**src/rtl/qpc_pkg.sv**
```systemverilog
package qpc_pkg;

    typedef enum logic [1:0] {
        STEP_NONE = 2'd0,
        STEP_UP   = 2'd1,
        STEP_DOWN = 2'd2
    } step_e;

    typedef struct packed {
        step_e dir;      // decoded direction in up/down mode
        logic  illegal;  // both phases moved together
        logic  a_rise;   // rising edge of phase A (up-only mode)
    } step_t;

    // Classify one sampled transition of the phase pair.
    function automatic step_t classify(
        input logic a_old,
        input logic b_old,
        input logic a_new,
        input logic b_new
    );
        step_t r;
        logic  a_chg;
        logic  b_chg;
        a_chg     = a_old ^ a_new;
        b_chg     = b_old ^ b_new;
        r.dir     = STEP_NONE;
        r.illegal = a_chg & b_chg;
        r.a_rise  = ~a_old & a_new;
        if (a_chg && !b_chg) begin
            r.dir = (a_new != b_new) ? STEP_UP : STEP_DOWN;
        end else if (b_chg && !a_chg) begin
            r.dir = (b_new == a_new) ? STEP_UP : STEP_DOWN;
        end
        return r;
    endfunction

endpackage

```
**src/rtl/qpc_sync.sv**
```systemverilog
module qpc_sync #(
    parameter int WIDTH  = 2,
    parameter int STAGES = 2
) (
    input  logic             clk,
    input  logic             rst,
    input  logic [WIDTH-1:0] din,
    output logic [WIDTH-1:0] dout
);
    logic [WIDTH-1:0] stage_q [STAGES];

    generate
        for (genvar s = 0; s < STAGES; s++) begin : g_stage
            if (s == 0) begin : g_first
                always_ff @(posedge clk) begin
                    if (rst) stage_q[s] <= '0;
                    else     stage_q[s] <= din;
                end
            end else begin : g_next
                always_ff @(posedge clk) begin
                    if (rst) stage_q[s] <= '0;
                    else     stage_q[s] <= stage_q[s-1];
                end
            end
        end
    endgenerate

    assign dout = stage_q[STAGES-1];
endmodule

```
**src/rtl/qpc_decode.sv**
```systemverilog
module qpc_decode
    import qpc_pkg::*;
(
    input  logic  clk,
    input  logic  rst,
    input  logic  a_s,
    input  logic  b_s,
    output step_t step
);
    logic a_q;
    logic b_q;

    always_ff @(posedge clk) begin
        if (rst) begin
            a_q <= 1'b0;
            b_q <= 1'b0;
        end else begin
            a_q <= a_s;
            b_q <= b_s;
        end
    end

    always_comb begin
        step = classify(a_q, b_q, a_s, b_s);
    end
endmodule

```
**src/rtl/qpc_count.sv**
```systemverilog
module qpc_count
    import qpc_pkg::*;
#(
    parameter int CNT_W = 16
) (
    input  logic             clk,
    input  logic             rst,
    input  logic             run_en,
    input  logic             dual_mode,
    input  step_t            step,
    output logic [CNT_W-1:0] cnt,
    output logic             mode_q,
    output logic             ovf,
    output logic             unf,
    output logic             err
);
    localparam logic [CNT_W-1:0] CNT_MAX    = {CNT_W{1'b1}};
    localparam logic [CNT_W-1:0] CNT_MIN    = '0;
    localparam logic [CNT_W-1:0] PRELOAD    = {1'b0, {(CNT_W-1){1'b1}}};
    localparam logic [CNT_W-1:0] OVF_RELOAD = '0;
    localparam logic [CNT_W-1:0] UNF_RELOAD = {CNT_W{1'b1}};

    logic entry;
    logic do_up;
    logic do_down;

    always_comb begin
        entry   = dual_mode & ~mode_q;
        do_up   = 1'b0;
        do_down = 1'b0;
        if (run_en && !entry) begin
            if (dual_mode) begin
                do_up   = (step.dir == STEP_UP);
                do_down = (step.dir == STEP_DOWN);
            end else begin
                do_up   = step.a_rise;
            end
        end
    end

    always_ff @(posedge clk) begin
        if (rst) begin
            cnt    <= '0;
            mode_q <= 1'b0;
            ovf    <= 1'b0;
            unf    <= 1'b0;
            err    <= 1'b0;
        end else begin
            mode_q <= dual_mode;
            ovf    <= 1'b0;
            unf    <= 1'b0;
            err    <= run_en & dual_mode & ~entry & step.illegal;
            if (entry) begin
                cnt <= PRELOAD;
            end else if (do_up) begin
                if (cnt == CNT_MAX) begin
                    cnt <= OVF_RELOAD;
                    ovf <= 1'b1;
                end else begin
                    cnt <= cnt + 1'b1;
                end
            end else if (do_down) begin
                if (cnt == CNT_MIN) begin
                    cnt <= UNF_RELOAD;
                    unf <= 1'b1;
                end else begin
                    cnt <= cnt - 1'b1;
                end
            end
        end
    end
endmodule

```
**src/rtl/quad_pulse_counter.sv**
```systemverilog
module quad_pulse_counter
    import qpc_pkg::*;
#(
    parameter int CNT_W       = 16,
    parameter int SYNC_STAGES = 2
) (
    input  logic             clk,
    input  logic             rst,
    input  logic             run_en,
    input  logic             dual_mode,
    input  logic             ph_a,
    input  logic             ph_b,
    output logic [CNT_W-1:0] count,
    output logic             ovf_pulse,
    output logic             unf_pulse,
    output logic             err_pulse
);
    localparam int PH_W = 2;

    logic [PH_W-1:0] ph_sync;
    step_t           step;
    logic            mode_q;

    qpc_sync #(.WIDTH(PH_W), .STAGES(SYNC_STAGES)) u_sync (
        .clk  (clk),
        .rst  (rst),
        .din  ({ph_b, ph_a}),
        .dout (ph_sync)
    );

    qpc_decode u_decode (
        .clk  (clk),
        .rst  (rst),
        .a_s  (ph_sync[0]),
        .b_s  (ph_sync[1]),
        .step (step)
    );

    qpc_count #(.CNT_W(CNT_W)) u_count (
        .clk       (clk),
        .rst       (rst),
        .run_en    (run_en),
        .dual_mode (dual_mode),
        .step      (step),
        .cnt       (count),
        .mode_q    (mode_q),
        .ovf       (ovf_pulse),
        .unf       (unf_pulse),
        .err       (err_pulse)
    );
endmodule

```
**config.mk**
```make
export PLATFORM = sky130hd
export DESIGN_NAME = quad_pulse_counter
export DESIGN_NICKNAME = d
export VERILOG_FILES = /design/src/rtl/qpc_pkg.sv /design/src/rtl/qpc_sync.sv /design/src/rtl/qpc_decode.sv /design/src/rtl/qpc_count.sv /design/src/rtl/quad_pulse_counter.sv
export SDC_FILE = /design/constraint.sdc
export NUM_CORES = 1
export LEC_CHECK = 0
export BUFFER_PORTS_ARGS = -buffer_cell sky130_fd_sc_hd__buf_2
export CORE_ASPECT_RATIO = 1.2
export CORE_MARGIN = 2
export CORE_UTILIZATION = 55
export DETAILED_ROUTE_END_ITERATION = 6
export PLACE_DENSITY_LB_ADDON = 0.2
export SLEW_MARGIN = 20
export SYNTH_ARGS = -nofsm -noshare
export SYNTH_HDL_FRONTEND = slang
export SYNTH_SLANG_ARGS = --single-unit
export TNS_END_PERCENT = 1
```
**constraint.sdc**
```tcl
create_clock -name clk -period 3.1 [get_ports clk]
set_input_delay 0.465 -clock clk [delete_from_list [all_inputs] [get_ports clk]]
set_output_delay 0.465 -clock clk [all_outputs]
set_load 0.01 [all_outputs]
```
# Word-level counts from Yosys, hierarchy flattened
# Memory sizes are Yosys's and may differ from the RTL's.
# Index checks and enable logic that the tools add are counted.
# W data, S select, Z words.
[classes]
add_sub_neg = 2
n_reduce_logical = 12
n_eq_ne = 5
bitwise_logic = 15
mux = 20
[op_table]
columns = ["cell", "count"]
rows = [
  ["$mux W16", 4],
  ["$add A16 B1 Y16 const B", 1],
  ["$eq A16 B16 Y1 const B", 1],
  ["$logic_not A16 Y1", 1],
  ["$sub A16 B1 Y16 const B", 1],
  ["$mux W15", 1],
  ["$mux W2", 6],
  ["$mux W1", 9],
  ["$and A1 B1 Y1", 6],
  ["$not A1 Y1", 5],
  ["$reduce_or A4 Y1", 1],
  ["$logic_and A1 B1 Y1", 3],
  ["$logic_not A1 Y1", 3],
  ["$reduce_bool A3 Y1", 1],
  ["$reduce_or A3 Y1", 1],
  ["$eq A2 B1 Y1 const B", 1],
  ["$eq A2 B2 Y1 const B", 1],
  ["$or A1 B1 Y1", 2],
  ["$reduce_bool A2 Y1", 1],
  ["$reduce_or A2 Y1", 1],
  ["$xor A1 B1 Y1", 2],
  ["$eq A1 B1 Y1", 1],
  ["$ne A1 B1 Y1", 1],
]
[word_totals]
memories = 1
ramBits = 4
in_bits = 6
regBits = 22
output_inout_bits = 19
[memory_table]
columns = ["memory", "depth", "word_bits", "rd", "rd_clocked_by_memory_dff", "wr", "line", "source"]
rows = [
  ["u_sync.stage_q", 2, 2, 2, 0, 2, "qpc_sync.sv:10", "logic [WIDTH-1:0] stage_q [STAGES];"],
]

# Longest topological paths before layout
# Gate-level depths: netlist of the first run.
# An unclocked memory read counts as a cell.
[depth]
word_depth = 12
mapped_depth = 10
depth_no_buf = 8

# By module
# From an unflattened synthesis of the first run, not the netlist that was laid out.
[unflattened]
hier_cells = 244
area_unflattened_um2 = 1904.3
[by_module_without_submodules]
columns = ["mod", "seq_area_each_um2", "cells_per_inst", "area_each_um2", "n_inst"]
rows = [
  ["qpc_count", 400.4, 221, 1659.1, 1],
  ["qpc_decode", 40.0, 15, 140.1, 1],
  ["qpc_sync", 80.1, 8, 105.1, 1],
]

# Least setup slack after synthesis of the first run
# No wires, ideal clock.
[synth_timing]
kind = "register -> register"
start = "reg u_count.cnt[0]"
end = "reg u_count.cnt[10]"
setup_ps = 87
path_stages_with_launch = 9
arrival_ps = 2513
synth_period_minus_slack_ps = 2600
n_path_buf = 0
slack_ps = 500
cell_sequence = "dfxtp_1 inv_1 ha_1 or3b_4 or3_4 or4_4 o21a_4 a2111o_1 o31ai_1"
[synth_between]
elab_chain_cells = 5
[synth_lines]
columns = ["element", "line", "source"]
rows = [
  ["start: declaration", "qpc_count.sv:11", "output logic [CNT_W-1:0] cnt,"],
  ["start signal: assignment", "qpc_count.sv:60", "cnt <= cnt + 1'b1;"],
  ["start signal: assignment", "qpc_count.sv:67", "cnt <= cnt - 1'b1;"],
  ["$sub A16 B1 Y16 or $logic_not A16 Y1 (tied branches)", "qpc_count.sv:67, qpc_count.sv:63", ""],
  ["$mux W16", "qpc_count.sv:63", "if (cnt == CNT_MIN) begin"],
  ["$mux W16", "qpc_count.sv:62", "end else if (do_down) begin"],
  ["$mux W16 *", "qpc_count.sv:55", "end else if (do_up) begin"],
  ["$mux W15 *", "qpc_count.sv:53", "if (entry) begin"],
]
# Every way passes the cells marked *; elsewhere a longest branch is shown, timed or not. The select of a mux whose other input is x is not followed.
# A chain may end at the register's enable or synchronous reset.

# Worst setup path in the final report of the first run
# Same ends and word-level chain as after synthesis.

==> reports/metrics.csv, run 1 <==
metric,value,unit
status,finished clean,
Core Area,3110,µm²
Post-synth EDFFs,0,
slowest cell on the critical path,or4_4,
# IOs,25,
DR pass1 iterations,4,
initial antenna violation count,0,
Setup Skew,0.00341,ns
Slew Limit Fails,0,
CP bufs+invs,1,
RSZ-0062 raised after global routing,no,
Final TNS setup,0,ns
DRT antenna net count,0,
Synth Register Bits,26,
"Seq/Total Area, Yosys",28.4,%
DP Area,1900,µm²
pin count of the biggest net entering global routing,24,
initial core utilization,59.0,%
"Top FF cell, synth",dfxtp_1,
DR WL/cell,16.4,µm
DRC viols,0,
CTS buffer count,3,
Cell Rows,22,
CTS Hold Bufs,0,
Worst Path Required,3.35,ns
fillcell total,293,
layout cells sized above 1,20.2,%
DP Wirelength,3260,µm
total die area,3810,µm²
min-delay worst type,in -> reg,
"Setup violations, final",0,
total nets after synthesis,232,
post-cts sizing count,0,
slew margin rel.,49.1,%
Netlist cell types,55,
Setup CP Type,reg -> reg,
WHS,0.338,ns
final layout net count,249,
Synth-to-Final Area Change,5.59,%
Final Cell Area,1940,µm²
Cells after DPL,270,
CTS Sinks,26,
Die H,67.3,µm
startpoint types,flip-flop,
Max-Cap Viols,0,
crit-path cells,"inv_1, ha_1, or3b_4, or3_4, or4_4, o21a_4, a2111o_1, o31ai_1",
Post-CTS Setup Repair Bufs,0,
worst skew pair latency,0.32,ns
most area-hungry cell type in the Yosys netlist,dfxtp_1,
main area contributors after synthesis,"dfxtp_1 28%, nor2_1 4.7%, buf_6 4.3%",
GRT Overall Usage,25.1,%
final hold vios,0,
diode count,0,
first-iteration detailed-routing DRC count,101,
synth warn,0,
Synth top area share,28.4,%
Post-Layout Cell Count,274,
minimum clock period,2.75,ns
drt total wl,4490,µm
"critical path fanouts, max",9,
"Largest stage delay, worst path",0.54,ns
Pleak,0.745,nW
Overflow after GRT,0,
Syn Area/Cell,8.26,µm²
crit-path leading delay family,simple AND/OR/NAND/NOR gates,
global placement routability congestion,0.956,
DIE WIDTH,56.7,µm
"Data arrival, critical path",3.00,ns
max frequency,0.364,GHz
Synth Instances,222,
Critical Path End Type,flip-flop,
first-pass GRT wire length,7440,µm
IO Port Bufs,24,
Worst Tran Pin Value,0.764,ns
drt via density,6.31,
clk slew on worst S/H paths,0.14,ns
async set-reset flop share out of synthesis,0,%
CTS H-tree lvls,1,
Clock Tree Root,clkbuf_4,
vias in the first global route,1633,
total number of vias,1730,
worst vdd ir,310,µV
Clock Path Buffers,2,
CTS tree,built,
"Cell Area, Synth",1830,µm²
pwr dens,392,nW/µm²
Tcrit/Tclk final,88.7,%
[kinds of logic after synthesis]
logic type,count (synthesis),synth area share (%)
simple gates,97,29.6
compound gates,51,20.5
flops,26,28.4
buf+inv,23,8.25
xor+xnor,15,7.16
mux,6,3.34
fa+ha+maj,4,2.73
[report_power, final]
| group | switching (mW) | internal (mW) |
|---|---|---|
| clock | 0.101 | 0.0719 |
| sequential | 0.0493 | 0.357 |
| combinational | 0.0972 | 0.0834 |
| total | 0.248 | 0.512 |
[synth_stat cells, drive strengths merged, types with 3 or more instances]
library cell	count
xor2	6
o21ai	7
nor3	6
o21a	3
xnor2	9
and3	6
a21oi	9
nand3	7
mux2i	5
nand2	12
inv	8
a31oi	5
buf	8
nand4	8
or4	5
nand2b	5
dfxtp	26
ha	4
nor4	5
nor2	23
nor2b	8
nor3b	3
clkbuf	7
a211oi	7
or3	3
[path summary, 6_finish.rpt]
kind / from / to / slack [ns] / cells after the start
setup / recovery: u_count.cnt[0]$_SDFFE_PP0P_ / u_count.cnt[10]$_SDFFE_PP0P_ / 0.35 / 8
hold / removal: ph_a / u_sync.stage_q[0][0]$_SDFF_PP0_ / 0.34 / 2
setup reg to reg: u_count.cnt[0]$_SDFFE_PP0P_ / u_count.cnt[10]$_SDFFE_PP0P_ / 0.35 / 8
hold reg to reg: u_sync.stage_q[0][1]$_SDFF_PP0_ / u_sync.stage_q[1][1]$_SDFF_PP0_ / 0.46 / 1
[cell usage in the layout, fill, tap and decap left out, types with 3 or more instances in the layout]
cell type | Yosys | routed
a31oi_1 | 5 | 5
ha_1 | 4 | 4
xor2_1 | 6 | 6
inv_1 | 8 | 8
o21ai_0 | 6 | 6
buf_4 | 0 | 3
a211oi_1 | 6 | 6
nor2b_1 | 8 | 8
clkbuf_4 | 0 | 3
xnor2_1 | 9 | 9
nand4_1 | 8 | 8
nor2_1 | 23 | 23
nand2_1 | 12 | 12
dfxtp_1 | 26 | 26
or4_1 | 3 | 3
buf_2 | 1 | 24
a21oi_1 | 9 | 9
nand3_1 | 7 | 7
mux2i_1 | 5 | 5
nor4_1 | 5 | 5
nand2b_1 | 5 | 5
nor3b_1 | 3 | 3
nor3_1 | 6 | 6
and3_1 | 5 | 5
[per-layer routing]
layer | global-route usage (%) | routed length (µm) | vias to the layer above
met2 | 44.3 | 2180 | 69
met1 | 30.7 | 1930 | 804
met5 | 0 | 0 | -
met3 | 2.68 | 293 | 9
li1 | - | - | 848
met4 | 11.6 | 89 | 0
[layout make-up]
cell class,instances,area [µm²],area share (%)
multi-input combinational,173,1160,60.0
sequential,26,520,26.9
timing repair buffer,27,143,7.36
tap,36,45.0,2.33
inverter,8,30.0,1.55
clock buffer,4,36.3,1.87
[worst register-to-register path: cells and delay by family (launching register included)]
family | cells | cell delay [ns]
AO/OA/AOI/OAI | 3 | 0.69
adder cells (fa/ha/maj) | 1 | 0.17
buffers and inverters | 1 | 0.13
flip-flops | 1 | 0.41
AND/OR/NAND/NOR | 3 | 1.28
[through the flow]
stage | power (mW) | worst slack, ns | utilization (%)
finish | 0.760 | 0.352 | 62.3
global route | 0.803 | 0.173 | 62.3
CTS | 0.764 | 0.345 | 62.3
detailed placement | 0.591 | 0.392 | 61.1
global placement | 0.589 | 0.435 | 61.1
floorplan | 0.552 | 0.500 | -
[sequential cells by signal, summed over array words and instances, names as in the netlist]
register and count:
u_count.cnt 16, u_sync.stage_q 4, u_count.err 1, u_count.mode_q 1, u_count.ovf 1, u_count.unf 1, u_decode.a_q 1, u_decode.b_q 1
No activity file was read; power rests on OpenSTA's default activity.
==> run 2: changes to the inputs <==
--- a/config.mk
+++ b/config.mk
@@ -6,9 +6,11 @@
 export NUM_CORES = 1
 export LEC_CHECK = 0
 export BUFFER_PORTS_ARGS = -buffer_cell sky130_fd_sc_hd__buf_2
+export CELL_PAD_IN_SITES_DETAIL_PLACEMENT = 1
+export CELL_PAD_IN_SITES_GLOBAL_PLACEMENT = 1
 export CORE_ASPECT_RATIO = 1.2
 export CORE_MARGIN = 2
-export CORE_UTILIZATION = 55
+export CORE_UTILIZATION = 43
 export DETAILED_ROUTE_END_ITERATION = 6
 export PLACE_DENSITY_LB_ADDON = 0.2
 export SLEW_MARGIN = 20
==> reports/metrics.csv, run 2 (synthesis results as in run 1) <==
metric,value,unit,change
slew margin rel.,43.8,%,was 49.1%
Setup Skew,0.00252,ns,was 0.00341 ns
GRT Overall Usage,24.2,%,was 25.1%
Cells after DPL,298,,was 270
area occupied by multi-input gates,1160,µm²,unchanged
clk slew on worst S/H paths,0.10,ns,was 0.14 ns
worst vdd ir,201,µV,was 310 µV
Final Cell Area,2040,µm²,was 1940 µm²
pwr dens,410,nW/µm²,was 392 nW/µm²
DRT antenna net count,0,,unchanged
most frequent cells in the layout,"26 x dfxtp_1, 24 x buf_2, 23 x nor2_1, 12 x nand2_1, 11 x buf_4",,"was 26 x dfxtp_1, 24 x buf_2, 23 x nor2_1, 12 x nand2_1"
register area,520,µm²,unchanged
min-delay worst type,in -> reg,,unchanged
Clock Path Buffers,2,,unchanged
max frequency,0.358,GHz,was 0.364 GHz
CTS Sinks,26,,unchanged
# IOs,25,,unchanged
Post-Layout Cell Count,302,,was 274
global placement routability congestion,0.876,,was 0.956
fillcell total,555,,was 293
DP Area,1990,µm²,was 1900 µm²
DIE WIDTH,63.6,µm,was 56.7 µm
Die H,75.5,µm,was 67.3 µm
final hold vios,0,,unchanged
first-iteration detailed-routing DRC count,115,,was 101
RSZ-0062 raised after global routing,no,,unchanged
post-cts sizing count,0,,unchanged
CTS tree,built,,unchanged
IO Port Bufs,24,,unchanged
Cell Rows,26,,was 22
Worst Tran Pin Value,0.843,ns,was 0.764 ns
Final TNS setup,0,ns,unchanged
Synth-to-Final Area Change,11.3,%,was 5.59%
drt total wl,5470,µm,was 4490 µm
final layout net count,257,,was 249
Tcrit/Tclk final,90.1,%,was 88.7%
CTS buffer count,3,,unchanged
drt via density,5.96,,was 6.31
vias in the first global route,1736,,was 1633
startpoint types,flip-flop,,unchanged
first-pass GRT wire length,8870,µm,was 7440 µm
DR WL/cell,18.1,µm,was 16.4 µm
DP Wirelength,4050,µm,was 3260 µm
Clock Tree Root,clkbuf_8,,was clkbuf_4
initial core utilization,44.1,%,was 59.0%
status,finished clean,,unchanged
Critical Path End Type,flip-flop,,unchanged
Largest regs,"u_count.cnt x16, u_sync.stage_q x4",,unchanged
total number of vias,1801,,was 1730
"Data arrival, critical path",3.00,ns,about the same
Overflow after GRT,0,,unchanged
Worst Path Required,3.31,ns,was 3.35 ns
Max-Cap Viols,0,,unchanged
total die area,4810,µm²,was 3810 µm²
"critical path fanouts, max",9,,unchanged
Setup CP Type,reg -> reg,,unchanged
diode count,0,,unchanged
Core Area,4160,µm²,was 3110 µm²
"Setup violations, final",0,,unchanged
Slew Limit Fails,0,,unchanged
Pleak,0.793,nW,was 0.745 nW
CTS Hold Bufs,0,,unchanged
worst skew pair latency,0.28,ns,was 0.32 ns
DR pass1 iterations,4,,unchanged
initial antenna violation count,0,,unchanged
pin count of the biggest net entering global routing,24,,unchanged
"most common cell after layout, fill and taps aside",dfxtp_1,,unchanged
max reg flops,16,,unchanged
DRC viols,0,,unchanged
Top reg by flops,u_count.cnt,,unchanged
layout cells sized above 1,22.8,%,was 20.2%
CTS H-tree lvls,1,,unchanged
minimum clock period,2.79,ns,was 2.75 ns
Post-CTS Setup Repair Bufs,0,,unchanged
run 2: worst max-delay path, cell delays in order, from the launching register on:
cell and delay, ns:
dfxtp_1 0.40, inv_1 0.13, ha_1 0.16, or3b_4 0.39, or3_4 0.35, or4_4 0.54
o21ai_2 0.34, o21ai_0 0.18, a211oi_2 0.22
run 2: layer usage:
layer	GRT usage, %	vias up	wire length, µm
li1	-	865	-
met1	29.8	869	2280
met2	45.1	60	2780
met3	2.51	7	326
met4	7.25	0	82
met5	0	-	0
run 2: path summary, 6_finish.rpt:
kind                                                 startpoint                               to  slack [ns]  depth (start not counted)
worst max register to register      u_count.cnt[0]$_SDFFE_PP0P_     u_count.cnt[14]$_SDFFE_PP0P_        0.31                          8
worst min-delay path                                       ph_b  u_sync.stage_q[0][1]$_SDFF_PP0_        0.39                          2
worst min register to register  u_sync.stage_q[0][0]$_SDFF_PP0_  u_sync.stage_q[1][0]$_SDFF_PP0_        0.45                          1
worst max-delay path                u_count.cnt[0]$_SDFFE_PP0P_     u_count.cnt[14]$_SDFFE_PP0P_        0.31                          8
run 2: layout make-up:
type	count	area share, %
Clock buffer	4	2.70
Tap cell	56	3.43
Multi-Input combinational cell	173	57.0
Timing Repair Buffer	35	9.93
Inverter	8	1.47
Sequential cell	26	25.5
run 2: through the flow:
step	setup slack (ns)	hold WS [ns]	util [%]	power, mW
after floorplan	0.500	0.414	-	0.552
after global placement	0.418	0.423	47.7	0.606
after detailed placement	0.345	0.431	47.7	0.612
after CTS	0.313	0.390	49.0	0.844
after global routing	0.111	0.395	49.0	0.877
final	0.308	0.389	49.0	0.837
run 2: power by group:
part,switching (mW),internal (mW),total (mW)
Sequential,0.0424,0.356,0.399
Clock,0.117,0.114,0.231
Combinational,0.116,0.0916,0.207
==> run 3: changes to the inputs <==
--- a/config.mk
+++ b/config.mk
@@ -6,13 +6,14 @@
 export NUM_CORES = 1
 export LEC_CHECK = 0
 export BUFFER_PORTS_ARGS = -buffer_cell sky130_fd_sc_hd__buf_2
+export CAP_MARGIN = 20
 export CELL_PAD_IN_SITES_DETAIL_PLACEMENT = 1
 export CELL_PAD_IN_SITES_GLOBAL_PLACEMENT = 1
 export CORE_ASPECT_RATIO = 1.2
 export CORE_MARGIN = 2
 export CORE_UTILIZATION = 43
 export DETAILED_ROUTE_END_ITERATION = 6
-export PLACE_DENSITY_LB_ADDON = 0.2
+export PLACE_DENSITY = 0.86
 export SLEW_MARGIN = 20
 export SYNTH_ARGS = -nofsm -noshare
 export SYNTH_HDL_FRONTEND = slang
==> reports/metrics.csv, run 3 (synthesis results as in run 1) <==
metric,value,unit,change
hold path start,ph_b,,unchanged
Crit. Startpoint,u_count.cnt[0]$_SDFFE_PP0P_,,unchanged
pwr dens,444,nW/µm²,was 410 nW/µm²
DRC viols,0,,unchanged
first-pass GRT wire length,8910,µm,was 8870 µm
Largest regs,"u_count.cnt x16, u_sync.stage_q x4",,unchanged
Post-CTS Setup Repair Bufs,0,,unchanged
Pleak,0.770,nW,was 0.793 nW
Critical Path End Type,flip-flop,,unchanged
"Setup violations, final",0,,unchanged
initial antenna violation count,0,,unchanged
"most common cell after layout, fill and taps aside",dfxtp_1,,unchanged
slew margin rel.,47.6,%,was 43.8%
DP Area,1940,µm²,was 1990 µm²
total die area,4810,µm²,unchanged
CTS buffer count,3,,unchanged
DRT antenna net count,0,,unchanged
Clock Path Buffers,2,,unchanged
Setup Skew,0.00298,ns,was 0.00252 ns
final hold vios,0,,unchanged
Worst Reg-to-Reg Cells,8,,unchanged
vias in the first global route,1794,,was 1736
Setup CP Type,reg -> reg,,unchanged
max reg flops,16,,unchanged
CTS tree,built,,unchanged
status,finished clean,,unchanged
Final TNS setup,0,ns,unchanged
drt total wl,5400,µm,was 5470 µm
most frequent cells in the layout,"26 x dfxtp_1, 24 x buf_2, 23 x nor2_1, 12 x nand2_1",,"was 26 x dfxtp_1, 24 x buf_2, 23 x nor2_1, 12 x nand2_1, 11 x buf_4"
worst skew pair latency,0.28,ns,about the same
Final Cell Area,2010,µm²,was 2040 µm²
Cell Rows,26,,unchanged
worst vdd ir,168,µV,was 201 µV
IO Port Bufs,24,,unchanged
area occupied by multi-input gates,1160,µm²,unchanged
Worst Tran Pin Value,0.787,ns,was 0.843 ns
"Data arrival, critical path",3.09,ns,was 3.00 ns
Die H,75.5,µm,unchanged
Tcrit/Tclk final,92.8,%,was 90.1%
final layout net count,251,,was 257
register area,520,µm²,unchanged
WHS,0.385,ns,was 0.389 ns
total power,893,µW,was 837 µW
GRT Overall Usage,23.7,%,was 24.2%
first-iteration detailed-routing DRC count,121,,was 115
pin count of the biggest net entering global routing,24,,unchanged
clk slew on worst S/H paths,0.10,ns,about the same
drt via density,6.15,,was 5.96
DR pass1 iterations,4,,unchanged
initial core utilization,44.1,%,unchanged
min-delay worst type,in -> reg,,unchanged
CTS Hold Bufs,0,,unchanged
total number of vias,1820,,was 1801
Top reg by flops,u_count.cnt,,unchanged
Slew Limit Fails,0,,unchanged
CTS Sinks,26,,unchanged
Layout Utilization,48.3,%,was 49.0%
Worst Path Required,3.31,ns,about the same
Clock Tree Root,clkbuf_8,,unchanged
"critical path fanouts, max",9,,unchanged
# IOs,25,,unchanged
RSZ-0062 raised after global routing,no,,unchanged
hold path cells,2,,unchanged
fillcell total,551,,was 555
DP Wirelength,3770,µm,was 4050 µm
CTS H-tree lvls,1,,unchanged
DIE WIDTH,63.6,µm,unchanged
Core Area,4160,µm²,unchanged
post-cts sizing count,0,,unchanged
minimum clock period,2.88,ns,was 2.79 ns
max frequency,0.348,GHz,was 0.358 GHz
layout cells sized above 1,20.8,%,was 22.8%
Synth-to-Final Area Change,9.69,%,was 11.3%
Max-Cap Viols,0,,unchanged
global placement routability congestion,0.843,,was 0.876
Overflow after GRT,0,,unchanged
DR WL/cell,18.2,µm,was 18.1 µm
startpoint types,flip-flop,,unchanged
diode count,0,,unchanged
reg2reg start,u_count.cnt[0]$_SDFFE_PP0P_,,unchanged
==> run 3: cell count changes in the layout (fill, tap and decap cells not counted), sizes merged <==
cell,delta
buf,-6
clkbuf,-1
bufinv,+1
==> run 3: layout make-up <==
| type | instances | area share [%] |
|---|---|---|
| inverter | 8 | 1.49 |
| sequential | 26 | 25.9 |
| multi-input combinational | 173 | 57.8 |
| clock buffer | 3 | 2.05 |
| timing repair buffer | 29 | 7.84 |
| clock inverter | 1 | 1.49 |
| tap | 56 | 3.48 |
==> run 3: worst paths after layout <==
| check | to | slack (ns) |
|---|---|---|
| worst max-delay path | u_count.cnt[14]$_SDFFE_PP0P_ | 0.22 |
| worst min-delay path | u_sync.stage_q[0][1]$_SDFF_PP0_ | 0.38 |
| worst max register to register | u_count.cnt[14]$_SDFFE_PP0P_ | 0.22 |
| worst min register to register | u_sync.stage_q[1][1]$_SDFF_PP0_ | 0.45 |
==> run 3: through the flow <==
step | setup slack (ns) | instances
floorplan | 0.500 | 222
global placement | 0.390 | 292
detailed placement | 0.312 | 292
CTS | 0.278 | 296
global route | 0.121 | 296
finish | 0.224 | 296
==> run 3: per-layer routing <==
| metal | track usage [%] | up-vias | share of wire, % |
|---|---|---|---|
| li1 | - | 852 | - |
| met1 | 28.6 | 899 | 44 |
| met2 | 43.2 | 51 | 50 |
| met3 | 2.36 | 18 | 3.2 |
| met4 | 11.1 | 0 | 3.1 |
| met5 | 0 | - | 0 |
==> run 3: critical path, cell delays in order (launching register included) <==
cell,delay (ns)
dfxtp_1,0.41
inv_1,0.14
ha_1,0.17
or3b_4,0.39
or3_4,0.35
or4_4,0.55
o21ai_2,0.37
o21ai_0,0.20
a211oi_2,0.22
==> run 3: power breakdown <==
group | switching (mW) | total [mW] | internal [mW]
sequential | 0.0494 | 0.406 | 0.356
clock | 0.123 | 0.297 | 0.173
combinational | 0.106 | 0.191 | 0.0849
